<file path="src/rtl/fir4_pkg.sv">
package fir4_pkg;

  typedef enum logic [1:0] {
    ST_IDLE = 2'd0,
    ST_INIT = 2'd1,
    ST_WALK = 2'd2,
    ST_END  = 2'd3
  } fir_state_e;

  function automatic int acc_width(input int data_w, input int taps);
    return 2 * data_w + $clog2(taps);
  endfunction

endpackage

</file>
<file path="src/rtl/fir4_ctrl.sv">
module fir4_ctrl
  import fir4_pkg::*;
#(
  parameter int TAPS  = 4,
  parameter int IDX_W = $clog2(TAPS)
) (
  input  logic             clk,
  input  logic             rst,
  input  logic             start,
  output logic             accept,
  output logic             idle,
  output logic             ready,
  output logic             done,
  output logic             acc_clear,
  output logic             step_en,
  output logic             load_result,
  output logic [IDX_W-1:0] tap_idx
);

  fir_state_e       state_q;
  logic [IDX_W-1:0] idx_q;
  logic             done_q;

  always_ff @(posedge clk) begin
    if (rst) begin
      state_q <= ST_IDLE;
      idx_q   <= '0;
      done_q  <= 1'b0;
    end else begin
      done_q <= (state_q == ST_END);
      unique case (state_q)
        ST_IDLE: if (start) state_q <= ST_INIT;
        ST_INIT: begin
          state_q <= ST_WALK;
          idx_q   <= IDX_W'(TAPS - 1);
        end
        ST_WALK: begin
          if (idx_q == '0) state_q <= ST_END;
          else             idx_q   <= idx_q - 1'b1;
        end
        ST_END:  state_q <= ST_IDLE;
        default: state_q <= ST_IDLE;
      endcase
    end
  end

  assign idle        = (state_q == ST_IDLE);
  assign accept      = idle && start;
  assign ready       = (state_q == ST_INIT);
  assign acc_clear   = (state_q == ST_INIT);
  assign step_en     = (state_q == ST_WALK);
  assign load_result = (state_q == ST_END);
  assign done        = done_q;
  assign tap_idx     = idx_q;

endmodule

</file>
<file path="src/rtl/fir4_delay.sv">
module fir4_delay #(
  parameter int DATA_W = 16,
  parameter int TAPS   = 4,
  parameter int IDX_W  = $clog2(TAPS)
) (
  input  logic                     clk,
  input  logic                     rst,
  input  logic                     shift_en,
  input  logic [IDX_W-1:0]         tap_idx,
  input  logic signed [DATA_W-1:0] sample,
  output logic signed [DATA_W-1:0] operand
);

  logic signed [DATA_W-1:0] line_q [TAPS];

  for (genvar k = 0; k < TAPS; k++) begin : g_entry
    logic signed [DATA_W-1:0] src;
    if (k == 0) begin : g_head
      assign src = sample;
    end else begin : g_body
      assign src = line_q[k-1];
    end
    always_ff @(posedge clk) begin
      if (rst)                                       line_q[k] <= '0;
      else if (shift_en && tap_idx == IDX_W'(k))     line_q[k] <= src;
    end
  end

  // Operand for tap i is the value entry i receives: the new sample at i == 0.
  always_comb begin
    operand = sample;
    for (int k = 1; k < TAPS; k++) begin
      if (tap_idx == IDX_W'(k)) operand = line_q[k-1];
    end
  end

endmodule

</file>
<file path="src/rtl/fir4_mac.sv">
module fir4_mac #(
  parameter int DATA_W = 16,
  parameter int ACC_W  = 34
) (
  input  logic                     clk,
  input  logic                     rst,
  input  logic                     clear,
  input  logic                     en,
  input  logic signed [DATA_W-1:0] a,
  input  logic signed [DATA_W-1:0] b,
  output logic signed [ACC_W-1:0]  acc
);

  localparam int PROD_W = 2 * DATA_W;

  logic signed [PROD_W-1:0] prod;
  logic signed [ACC_W-1:0]  prod_ext;
  logic signed [ACC_W-1:0]  acc_q;

  assign prod     = a * b;
  assign prod_ext = {{(ACC_W - PROD_W){prod[PROD_W-1]}}, prod};

  always_ff @(posedge clk) begin
    if (rst || clear) acc_q <= '0;
    else if (en)      acc_q <= acc_q + prod_ext;
  end

  assign acc = acc_q;

endmodule

</file>
<file path="src/rtl/fir4_rolled.sv">
module fir4_rolled
  import fir4_pkg::*;
#(
  parameter int DATA_W = 16,
  parameter int TAPS   = 4,
  parameter int ACC_W  = acc_width(DATA_W, TAPS)
) (
  input  logic                   clk,
  input  logic                   rst,
  input  logic                   start,
  input  logic [DATA_W-1:0]      sample_in,
  input  logic [TAPS*DATA_W-1:0] coef_flat,
  output logic [ACC_W-1:0]       result,
  output logic                   done,
  output logic                   idle,
  output logic                   ready
);

  localparam int IDX_W = $clog2(TAPS);

  logic                     accept, acc_clear, step_en, load_result;
  logic [IDX_W-1:0]         tap_idx;
  logic signed [DATA_W-1:0] sample_q, operand, coef_sel;
  logic signed [ACC_W-1:0]  acc;
  logic [ACC_W-1:0]         result_q;

  fir4_ctrl #(.TAPS(TAPS), .IDX_W(IDX_W)) u_ctrl (
    .clk(clk), .rst(rst), .start(start), .accept(accept),
    .idle(idle), .ready(ready), .done(done),
    .acc_clear(acc_clear), .step_en(step_en),
    .load_result(load_result), .tap_idx(tap_idx)
  );

  always_ff @(posedge clk) begin
    if (rst)         sample_q <= '0;
    else if (accept) sample_q <= sample_in;
  end

  always_comb begin
    coef_sel = '0;
    for (int k = 0; k < TAPS; k++) begin
      if (tap_idx == IDX_W'(k)) coef_sel = coef_flat[k*DATA_W +: DATA_W];
    end
  end

  fir4_delay #(.DATA_W(DATA_W), .TAPS(TAPS), .IDX_W(IDX_W)) u_delay (
    .clk(clk), .rst(rst), .shift_en(step_en), .tap_idx(tap_idx),
    .sample(sample_q), .operand(operand)
  );

  fir4_mac #(.DATA_W(DATA_W), .ACC_W(ACC_W)) u_mac (
    .clk(clk), .rst(rst), .clear(acc_clear), .en(step_en),
    .a(operand), .b(coef_sel), .acc(acc)
  );

  always_ff @(posedge clk) begin
    if (rst)              result_q <= '0;
    else if (load_result) result_q <= acc;
  end

  assign result = result_q;

endmodule

</file>
<file path="config.mk">
export PLATFORM = sky130hd
export DESIGN_NAME = fir4_rolled
export DESIGN_NICKNAME = d
export VERILOG_FILES = /design/src/rtl/fir4_pkg.sv /design/src/rtl/fir4_ctrl.sv /design/src/rtl/fir4_delay.sv /design/src/rtl/fir4_mac.sv /design/src/rtl/fir4_rolled.sv
export SDC_FILE = /design/constraint.sdc
export NUM_CORES = 1
export LEC_CHECK = 0
export ABC_AREA = 0
export BUFFER_PORTS_ARGS = -buffer_cell sky130_fd_sc_hd__buf_2
export CORE_ASPECT_RATIO = 1.5
export CORE_MARGIN = 8
export CORE_UTILIZATION = 31
export CTS_BUF_LIST = sky130_fd_sc_hd__clkbuf_16
export DETAILED_ROUTE_END_ITERATION = 8
export GPL_TIMING_DRIVEN = 0
export PLACE_DENSITY = 0.46
export SKIP_CTS_REPAIR_TIMING = 1
export SLEW_MARGIN = 25
export SYNTH_ARGS = -nofsm -noshare
export SYNTH_HDL_FRONTEND = slang
export SYNTH_HIERARCHICAL = 1
export SYNTH_SLANG_ARGS = --single-unit
</file>
<file path="constraint.sdc">
create_clock -name clk -period 16.7 [get_ports clk]
set_clock_uncertainty 0.2 [all_clocks]
set_input_delay 0.835 -clock clk [delete_from_list [all_inputs] [get_ports clk]]
set_output_delay 0.835 -clock clk [all_outputs]
set_load 0.1 [all_outputs]
</file>
==> results.md <==
* CTS tree: yes
* FMAX at 115.9 MHz
* Final setup fails at 0
* Clock Pin Slew Worst Setup and Hold Paths at 0.06 ns
* Global route total overflow at 0
* Remaining antenna violation count at 0
* CP max FO at 10
* Min-delay worst type: register to register
* DR vias at 11950
* Clock Latency Late Sink at 0.41 ns
* Multi-input gate area at 0.01241 sq mm
* Fin Setup TNS at 0 ns
* Top_reg_cell synth: dfxtp_1
* Fill count at 5706
* Worst hold slack at 0.2907 ns
* Worst rel slew slack at 38.43%
* RSZ-0062 raised after global routing: no
* Critical Path RT at 16.77 ns
* Post-synthesis register bit count at 137
* H-tree levels at 4
* Num rows at 106
* Post-route DRC at 0
* PortBufs at 119
* Post-Synth Simple-Gate Area at 13.66%
* Reg2reg path depth at 23
* Final net count at 2349
* Synth-to-Final Area Change at 12.09%
* Post-Place Cell Area at 0.01885 sq mm
* Worst setup path class: register to register
* Core area at 0.05557 sq mm
* Startpoint Class: register
* Finished Cell Area at 0.01947 sq mm
* Pin count of the biggest net entering global routing at 20
* Syn_nets at 2211
* Global-route wire length before repair at 78950 um
* Post-synthesis cell type count at 62
* Tcrit/Tclk final at 51.65%
* Fin util at 35.04%
* Die Ht at 305.9 um
* Num ports at 120
* Share of cells above drive strength 1 at 11.20%
* Starting DRT DRC Count at 499
* Die area at 0.06403 sq mm
* Vias per inst at 4.654
* Gate Count Post-Synth at 1715
* Initial Util at 31.26%
* Synth Area in XOR/XNOR at 1.714%
* DP HPWL at 42870 um
* Clock Sinks at 137
* Sequential share of the synthesized area at 18.55%
* Slew Viols, Final at 0
* Detailed Route WL at 48770 um
* Max Cap Violations at 0
* Final Hold Fails at 0
* Initial antenna violation count at 1
* Multiplexer area fraction after synthesis at 8.542%
* Asr flop ratio synth at 0%
* Vias in the first global route at 13560
* WHS Path Cells at 2
* Largest family of logic cells by synthesized area: adder cells
* Synth top area share at 35.15%
* Slew @ Worst Pin at 0.9209 ns
* Avg Cell Area, Syn at 10.13 sq um
* Cell accounting for the most synthesized area: fa_1
* Status: finished, final reports clean
* Crit end category: register
* CTS max path bufs at 2
* N_diodes at 0
* Top post-synthesis cells by area: fa_1 (35%), dfxtp_1 (10%), edfxtp_1 (8.3%)
* Post-Synth Adder-Cell Area at 42.93%
* Routed WL per cell at 18.99 um
* Yosys warning count at 6
* Total CTS buffers at 17
* Root buffer cell: clkbuf_16
* Sequential cell area at 0.003223 sq mm
* DR pass1 iterations at 5
* Post-synthesis compound-gate area fraction at 4.610%
* Final GP Congestion at 0.8443
* Fin crit period at 8.625 ns
* Critical path arrival at 8.69 ns
* Global Route Usage Sum at 15.78%
* Die width at 209.3 um
* EDFF count, synth at 48
* Mapped cell area at 0.01737 sq mm
-- final timing paths --
path,start,to,slack (ns)
setup / recovery,u_ctrl/tap_idx[0],u_mac/acc[33],8.07
hold / removal,result[0],result[0],0.29
hold reg to reg,result[0],result[0],0.29
setup reg to reg,u_ctrl/tap_idx[0],u_mac/acc[33],8.07
-- stage by stage --
| step | worst slack [ns] | std cells |
|---|---|---|
| 6_report | 8.075 | 2568 |
| 5_1_grt | 7.655 | 2568 |
| 4_1_cts | 7.938 | 2568 |
| 3_5_place_dp | 8.008 | 2536 |
| 3_3_place_gp | 7.946 | 2536 |
| 2_1_floorplan | 9.472 | 1715 |
-- registers in the layout (all words and copies together), names as in the netlist --
name and count:
result 34, sample_q 16, u_ctrl/done 1, u_ctrl/state_q 2
u_ctrl/tap_idx 2, u_delay/line_q 48, u_mac/acc 34
-- kinds of logic after synthesis --
kind of cell             count (synthesis)
AND/OR/NAND/NOR                        482
buffers and inverters                  429
adder cells (fa/ha/maj)                413
flip-flops                             137
AO/OA/AOI/OAI                          117
multiplexers                           103
XOR/XNOR                                34
-- Yosys cell counts, types with 7 or more instances --
cell and count:
inv_1 355, fa_1 305, nand2_1 159, and2_1 152, ha_1 108, nor2_1 105
dfxtp_1 89, mux2i_1 71, edfxtp_1 48, clkbuf_1 47, a21oi_1 32, xnor2_1 28
mux4_2 18, nor3_1 18, a21o_1 17, o21ai_0 15, mux4_1 14, nand3_1 14
nand2b_1 11, buf_4 10, a211oi_1 7
-- critical path, cell delays in order (launching register included) --
cell      delay, ns
dfxtp_1        0.66
buf_6          0.25
mux4_1         0.87
clkbuf_1       0.37
nand2_1        0.20
inv_1          0.08
fa_1           0.69
inv_1          0.15
fa_1           0.78
inv_1          0.15
fa_1           0.49
fa_1           0.51
fa_1           0.49
inv_1          0.05
fa_1           0.48
inv_1          0.05
ha_1           0.34
and4_1         0.29
nand2_1        0.10
a211oi_1       0.66
o21ai_0        0.16
nand2_1        0.12
mux2i_1        0.21
a31oi_1        0.11
-- cells in the final DEF (no fill, tap or decap), types with 47 or more instances in the layout --
| cell type | n |
|---|---|
| inv_1 | 355 |
| fa_1 | 305 |
| nand2_1 | 159 |
| and2_1 | 152 |
| buf_2 | 125 |
| ha_1 | 108 |
| nor2_1 | 105 |
| dfxtp_1 | 89 |
| mux2i_1 | 71 |
| edfxtp_1 | 48 |
| clkbuf_1 | 47 |
-- area by class of cell --
class,count,area share (%)
Tap cell,702,4.511
Sequential cell,137,16.55
Buffer,74,2.069
Clock buffer,21,2.699
Multi-Input combinational cell,1149,63.75
Inverter,355,6.843
Timing Repair Buffer,119,3.059
Clock inverter,11,0.5205
-- routing by layer --
metal	track usage, %	share of wire, %
met4	4.730	2.6
met5	0	0
met1	18.66	41
met3	1.910	3.1
met2	29.40	53
Power is left out: the tool's default activity adds up to more than one toggle a clock period on the data nets, which glitch-free logic cannot reach.
